**config.mk**
```make
export PLATFORM = sky130hd
export DESIGN_NAME = mw_erase_fe
export DESIGN_NICKNAME = d
export VERILOG_FILES = /design/src/rtl/mw_erase_fe.sv
export SDC_FILE = /design/constraint.sdc
export NUM_CORES = 1
export LEC_CHECK = 0
export BUFFER_PORTS_ARGS = -buffer_cell sky130_fd_sc_hd__buf_2
export CAP_MARGIN = 20
export CORE_ASPECT_RATIO = 2
export CORE_MARGIN = 2
export CORE_UTILIZATION = 54
export DETAILED_ROUTE_END_ITERATION = 10
export PLACE_DENSITY = 0.75
export SLEW_MARGIN = 0
export SYNTH_ARGS = -nofsm -noshare
export SYNTH_HDL_FRONTEND = slang
export SYNTH_SLANG_ARGS = --single-unit
```
**constraint.sdc**
```tcl
create_clock -name clk -period 2.7 [get_ports clk]
set_input_delay 0.54 -clock clk [delete_from_list [all_inputs] [get_ports clk]]
set_output_delay 0.54 -clock clk [all_outputs]
set_load 0.03 [all_outputs]
```
**src/rtl/mw_erase_fe.sv**
```systemverilog
module mw_erase_fe #(
  parameter int AW         = 6,
  parameter int DW         = 16,
  parameter int ERASE_CLKS = 64
) (
  input  logic          clk,
  input  logic          rst_n,
  input  logic          cs_i,
  input  logic          sk_i,
  input  logic          di_i,
  input  logic [AW-1:0] rd_addr,
  output logic [DW-1:0] rd_data,
  output logic          busy
);
  localparam int WORDS = 1 << AW;
  localparam int FW    = AW + 2;
  localparam int CW    = $clog2(FW + 1);
  localparam int TW    = $clog2(ERASE_CLKS + 1);

  typedef enum logic [2:0] {
    S_IDLE   = 3'd0,
    S_SHIFT  = 3'd1,
    S_COMMIT = 3'd2,
    S_DROP   = 3'd3,
    S_ERASE  = 3'd4
  } state_t;

  state_t          state;
  logic            cs_m, cs_s, cs_d;
  logic            sk_m, sk_s, sk_q;
  logic            di_m, di_s;
  logic [FW-1:0]   sr;
  logic [CW-1:0]   cnt;
  logic [TW-1:0]   tmr;
  logic            all_q;
  logic [AW-1:0]   addr_q;
  logic [DW-1:0]   mem [WORDS];

  logic            sk_rise;
  logic [FW-1:0]   frame_nx;
  logic [1:0]      op;
  logic [AW-1:0]   ad;
  logic            is_word, is_all, last;

  assign sk_rise  = cs_s & cs_d & sk_s & ~sk_q;
  assign frame_nx = {sr[FW-2:0], di_s};
  assign op       = frame_nx[FW-1 -: 2];
  assign ad       = frame_nx[AW-1:0];
  assign is_word  = (op == 2'b11);
  assign is_all   = (op == 2'b00) && (ad[AW-1 -: 2] == 2'b10);
  assign last     = (cnt == CW'(FW - 1));
  assign busy     = (state == S_ERASE);
  assign rd_data  = mem[rd_addr];

  always_ff @(posedge clk) begin
    if (!rst_n) begin
      {cs_m, cs_s, cs_d} <= '0;
      {sk_m, sk_s, sk_q} <= '0;
      {di_m, di_s}       <= '0;
    end else begin
      cs_m <= cs_i; cs_s <= cs_m; cs_d <= cs_s;
      sk_m <= sk_i; sk_s <= sk_m; sk_q <= sk_s;
      di_m <= di_i; di_s <= di_m;
    end
  end

  always_ff @(posedge clk) begin
    if (!rst_n) begin
      state  <= S_IDLE;
      sr     <= '0;
      cnt    <= '0;
      tmr    <= '0;
      all_q  <= 1'b0;
      addr_q <= '0;
      for (int i = 0; i < WORDS; i++)
        mem[i] <= DW'((i << (DW / 2)) | i);
    end else begin
      case (state)
        S_IDLE: begin
          if (sk_rise && di_s) begin
            state <= S_SHIFT;
            cnt   <= '0;
          end
        end
        S_SHIFT: begin
          if (!cs_s) begin
            state <= S_IDLE;
          end else if (sk_rise) begin
            sr  <= frame_nx;
            cnt <= cnt + 1'b1;
            if (last) begin
              if (is_word || is_all) begin
                state  <= S_COMMIT;
                all_q  <= is_all;
                addr_q <= ad;
              end else begin
                state <= S_DROP;
              end
            end
          end
        end
        S_COMMIT: begin
          if (!cs_s) begin
            state <= S_ERASE;
            tmr   <= '0;
            if (all_q) begin
              for (int i = 0; i < WORDS; i++) mem[i] <= '1;
            end else begin
              mem[addr_q] <= '1;
            end
          end
        end
        S_DROP: begin
          if (!cs_s) state <= S_IDLE;
        end
        S_ERASE: begin
          tmr <= tmr + 1'b1;
          if (tmr == TW'(ERASE_CLKS - 1)) state <= S_IDLE;
        end
        default: state <= S_IDLE;
      endcase
    end
  end
endmodule

```
# Yosys cells after proc, flatten, opt, wreduce, memory -nomap -nowiden
# Memory sizes are Yosys's and may differ from the RTL's.
# Cells that the tools add are included.
dict set report totals {
  regBits 36
  in_bits 11
  memories 1
  word_cells 207
  output_inout_bits 17
  ram_bits 1024
}
dict set report classes {
  n_addsub 2
  eq_ne 16
  n_reduce_logical 13
  mux 93
  n_bitwise 68
}
# memory depth word_bits rd rd_ports_with_merged_regs wr line
set memory_table {}
lappend memory_table {mem 64 16 1 0 64 37} ;# logic [DW-1:0] mem [WORDS];
# op count
set op_table {}
lappend op_table {{16-bit two-way mux} 65}
lappend op_table {{1-bit OR} 64}
lappend op_table {{3-bit two-way mux} 7}
lappend op_table {{16-bit OR reduction} 1}
lappend op_table {{3-bit one-hot mux with 5 select lines} 1}
lappend op_table {{7-bit one-hot mux with 2 select lines} 1}
lappend op_table {{1-bit two-way mux} 13}
lappend op_table {{4-bit two-way mux} 3}
lappend op_table {{2-bit inequality test, second input constant} 5}
lappend op_table {{4-bit one-hot mux with 2 select lines} 1}
lappend op_table {{7-bit by 1-bit adder with 7-bit output, second input constant} 1}
lappend op_table {{7-bit by 6-bit equality test with 1-bit output, second input constant} 1}
lappend op_table {{7-bit two-way mux} 1}
lappend op_table {{3-bit by 2-bit equality test with 1-bit output, second input constant} 2}
lappend op_table {{6-bit two-way mux} 1}
lappend op_table {{3-bit inequality test, second input constant} 2}
lappend op_table {{6-bit AND reduction} 1}
lappend op_table {{5-bit AND reduction} 1}
lappend op_table {{4-bit by 1-bit adder with 4-bit output, second input constant} 1}
lappend op_table {{2-bit equality test, second input constant} 2}
lappend op_table {{4-bit by 3-bit equality test with 1-bit output, second input constant} 1}
lappend op_table {{4-bit AND reduction} 1}
lappend op_table {{2-bit nonzero test} 2}
lappend op_table {{1-bit AND} 3}
lappend op_table {{other kinds (10)} 11}

# Logic depth before layout (Yosys ltp)
dict set report logic_depth {
  ltp_word 8
  depth_mapped 9
  depth_no_buf 6
}

# Worst setup path after synthesis
# OpenSTA, ideal clock, no wires.
dict set report synth_path {
  kind {input to output}
  startpoint {in rd_addr[2]}
  endpoint {out rd_data[14]}
  required_time_ps 2160
  n_path_buf 4
  setup_slack_ps -399
  stages 9
  t_arrival_ps 2559
  cell_sequence {buf_2 > buf_2 > buf_4 > mux4_2 > mux2i_1 > mux2i_1 > o21ai_0 > o22ai_1 > buf_4}
}
dict set report synth_via {
  elab_chain_len 1
}
# element line
set synth_lines {}
lappend synth_lines {{from (decl)} 11} ;# input logic [AW-1:0] rd_addr,
lappend synth_lines {{memory read 64 x 16 bit} n/a}
lappend synth_lines {{to (decl)} 12} ;# output logic [DW-1:0] rd_data,
# No other way between the ends.

# Worst setup path after layout
dict set report layout_path {
  startpoint {in rd_addr[3]}
  endpoint {out rd_data[1]}
}
# The elaborated chain is that of the path after synthesis.

==> results <==
- The run finished, with violations left.
- The checks that failed: setup timing.
- The per-cell via count in the routed design is 6.599.
- The worst setup path is of the primary input to primary output kind.
- IR analysis of the VDD net gives a maximum drop of 0.0003580 V.
- Headroom to the max-slew limit came out at 50.82%.
- Power spread over the standard cell area amounts to 470.7 nW/um^2.
- The layout overhead on the synthesized area is 21.25%.
- Derived from the worst setup path, the maximum achievable clock frequency is 347.7 MHz.
- The share of Yosys cell area claimed by the top area cell type is 38.25%.
- Global routing used 30.05% of the available tracks across all layers.
- The min-delay analysis places its worst path in the category primary input to flop.
- The TritonCTS clock tree is built.
- Once layout is done, the placed cells without fillers occupy 6346 um^2.
- Once routing completed, OpenROAD measured the worst setup slack at -0.1763 ns.
- The H-tree generated during clock tree synthesis spans 3 levels.
- The post-CTS clock slew at the launch and capture registers of the worst setup and hold paths is 0.07 ns.
- The congestion estimate from routability-driven global placement came to 0.9387.
- The number of rows in the core area is 50.
- The switching share of total power is 24.26%.
- Of the total power, registers draw 49.7%.
- For the finished layout, the period the worst path requires is 2.876 ns.
- The first global-routing pass estimated 23740 um of wire.
- The count of antenna-violating nets left after detailed routing is 0.
- The most used flip-flop cell after synthesis is dfxtp_1.
- The clock net in this run drives a total of 100 sinks.
- The number of cells produced by synthesis is 580.
- The final net count is 633.
- The number of synthesized flops with an enable pin is 0.
- The initial antenna violation count was 0.
- The largest individual stage delay along the critical path comes from the cell mux4_2.
- Setup repair after global routing could not meet its margin everywhere.
- The post-place instance area is 5564 um^2.
- The share of layout cells above drive strength 1 is 25.44%.
- The width of the die is 73.62 um.
- The number of antenna diodes in the final layout is 0.
- The most common cell in the synthesized netlist is dfxtp_1.
- The post-route clock period utilization is 106.5%.
- The die is 143.2 um tall.
- The area enclosed by the die boundary is 10540 um^2.
- The synthesized net count is 593.
- The maximum buffer depth of the clock tree is 2.
- The filler cell count in the final layout is 691.
- The clock network fraction of design power is 40.2%.
- The share of the yosys chip area belonging to registers is 38.25%.
- The reported leakage power is 0.002289 uW.
- STA classifies the critical path endpoint as a primary output.
- Summing every instance area after synthesis gives 5234 um^2.
- Hold repair after CTS inserted 0 buffers.
- The largest net degree at the start of global routing is 59.
- The remaining global-route overflow is 0.
- The async set-or-reset flop fraction in the synthesized netlist is 0%.
- The internal power of the cells totals 2262 uW.
- The number of DRC markers after the initial detailed-route iteration is 422.
- The routed via count is 4811.
- The detailed-router iteration count before antenna repair is 7.
- The most area-hungry cell type in the Yosys netlist is dfxtp_1.
- The initial core utilization is 55.77%.
- Clock latency on the worst-skew pair, taken at its later pin, is 0.35 ns.
- For this block, the routed nets add up to 15370 um of wire.
- The number of distinct library cells after synthesis is 51.
- The count of final setup violators is 16.
- Input and output buffers added on the ports amount to 27.
- The analysis attributes to net switching a power of 724.8 uW.
- Data arrives at the worst endpoint at 2.34 ns.
- The required time at the worst-slack endpoint is 2.16 ns.
- The final-report max-slew violation count came to 0.
- Of the total power, combinational logic draws 10.1%.
- The I/O pin total is 28.
- The maximum clock skew at final layout is 0.008840 ns.
- By area the synthesized netlist is led by dfxtp_1, mux4_2, nor2_1, o21ai_1, a21oi_1.
- The number of global-route vias before repair is 4662.
- At the pin with the least slew margin, the transition time is 0.7350 ns.
- After synthesis, the mean cell area works out to 9.024 um^2.
- The final total negative setup slack is -1.811 ns.
- Detailed placement finished with a half-perimeter wire length of 10010 um.
- The nature of the critical path startpoint is a primary input.
- In the final routed layout, each cell accounts on average for 21.08 um.
- The DRC violation count after routing is 0.
- Buffers inserted during clock tree synthesis total 9.
- For this run, the slowest stage of the critical path takes 0.53 ns.
- The signal on the critical path passes through buf_12 -> buf_12 -> mux4_2 -> mux4_2 -> nor2b_4 -> a211o_4 -> buf_6.
- Max-cap violations in this run came to 0.
- For this run, the number of Yosys warnings is 0.
- The core region is 9384 um^2.
- The number of storage elements in the synthesis netlist is 100.
- In the synthesized netlist, the cells that appear most often are dfxtp_1, nor2_1, o21ai_1, a21oi_1, nand2_1.
- The final number of hold-violating endpoints is 0.
- The cell at the root of the clock tree is clkbuf_16.
- The maximum fanout along the worst path is 6.
==> placed cells by master, fill, tap and decap left out, types with 3 or more instances in the layout <==
cell	Yosys	final
buf_12	0	9
buf_2	8	9
mux2i_1	17	13
or3_1	3	3
mux4_2	35	37
o21ai_0	7	6
inv_1	4	3
o21ai_1	66	67
dfxtp_1	100	100
o211ai_1	3	3
nor3_1	5	5
buf_4	10	44
a22oi_1	4	3
buf_16	0	4
nand3b_1	7	7
a21oi_1	54	54
nand2_1	39	36
mux2i_2	0	3
and3_1	4	4
o21a_1	19	19
and2_1	11	11
nor2_1	96	95
clkbuf_16	0	10
nor3b_1	5	5
buf_6	1	13
nand3_1	6	6
==> cell type report <==
type,count,area [um^2],area share [%]
multi-input cells,420,3040,47.91
flip-flops and latches,100,2002,31.55
repair buffers,82,867.1,13.66
clock buffers,10,229.0,3.608
well taps,104,130.1,2.050
clock inverters,6,47.55,0.7492
inverters,7,30.03,0.4732
==> cell families (layout without fill, tap and decap cells) <==
kind of cell | count (synthesis) | count (layout) | share of synthesized area [%]
flops | 100 | 100 | 38.25
simple gates | 193 | 193 | 17.28
compound gates | 168 | 168 | 18.10
buf+inv | 60 | 105 | 5.355
fa+ha+maj | 2 | 2 | 0.4780
mux | 57 | 57 | 20.54
==> final timing paths <==
check	startpoint	to	slack, ns	cells past startpoint
hold reg to reg	di_m	di_s	0.44	1
setup / recovery	rd_addr[3]	rd_data[1]	-0.18	7
setup reg to reg	state[0]	mem[13][14]	0.48	4
hold / removal	cs_i	cs_m	0.40	2
==> per-stage QoR <==
step / utilization (%) / setup WS, ns / hold WS, ns / std cells / power, uW
final: 67.63 / -0.1763 / 0.4029 / 729 / 2987
after floorplan: - / -0.1483 / 0.4119 / 580 / 1675
after detailed placement: 59.29 / -0.2174 / 0.4270 / 687 / 1728
after global routing: 67.63 / -0.2392 / 0.4041 / 729 / 3073
after CTS: 66.05 / -0.1517 / 0.3955 / 721 / 2970
after global placement: 59.29 / -0.2108 / 0.4253 / 687 / 1725
==> power by group through the flow <==
stage               clock network (uW)  registers (uW)  logic, uW
floorplan                            0            1520        160
finish                            1200            1480        303
detailed placement                   0            1520        211
CTS                               1210            1480        273
global route                      1270            1480        316
global placement                     0            1520        208
==> critical path: cells and delay by family <==
family	cells	cell delay, ns
buffers and inverters	3	0.35
muxes	2	1.00
and+or+nand+nor	1	0.14
AOI/OAI and AO/OA	1	0.29
==> sequential cells by signal, indices dropped and copies added, names as in the netlist, 3 cells and up <==
signal / count
cnt: 4
addr_q: 6
mem: 64
tmr: 7
sr: 7
state: 3
==> routing by layer <==
| layer | track usage (%) | part of all wire (%) | wire length [um] | up-vias |
|---|---|---|---|---|
| met4 | 23.64 | 8.0 | 1228 | 0 |
| met5 | 0 | 0 | 0 | - |
| li1 | - | - | - | 2171 |
| met3 | 5.434 | 5.4 | 837 | 106 |
| met1 | 30.09 | 34 | 5155 | 2266 |
| met2 | 52.21 | 53 | 8143 | 268 |
==> repair_timing <==
item	CTS	global route
resized for setup	44	29
hold endpoints to repair	0	0
cloned	4	1
pin swaps	3	4
buffers inserted	14	8
setup endpoints to repair	14	16
No activity file was read; power rests on OpenSTA's default activity.
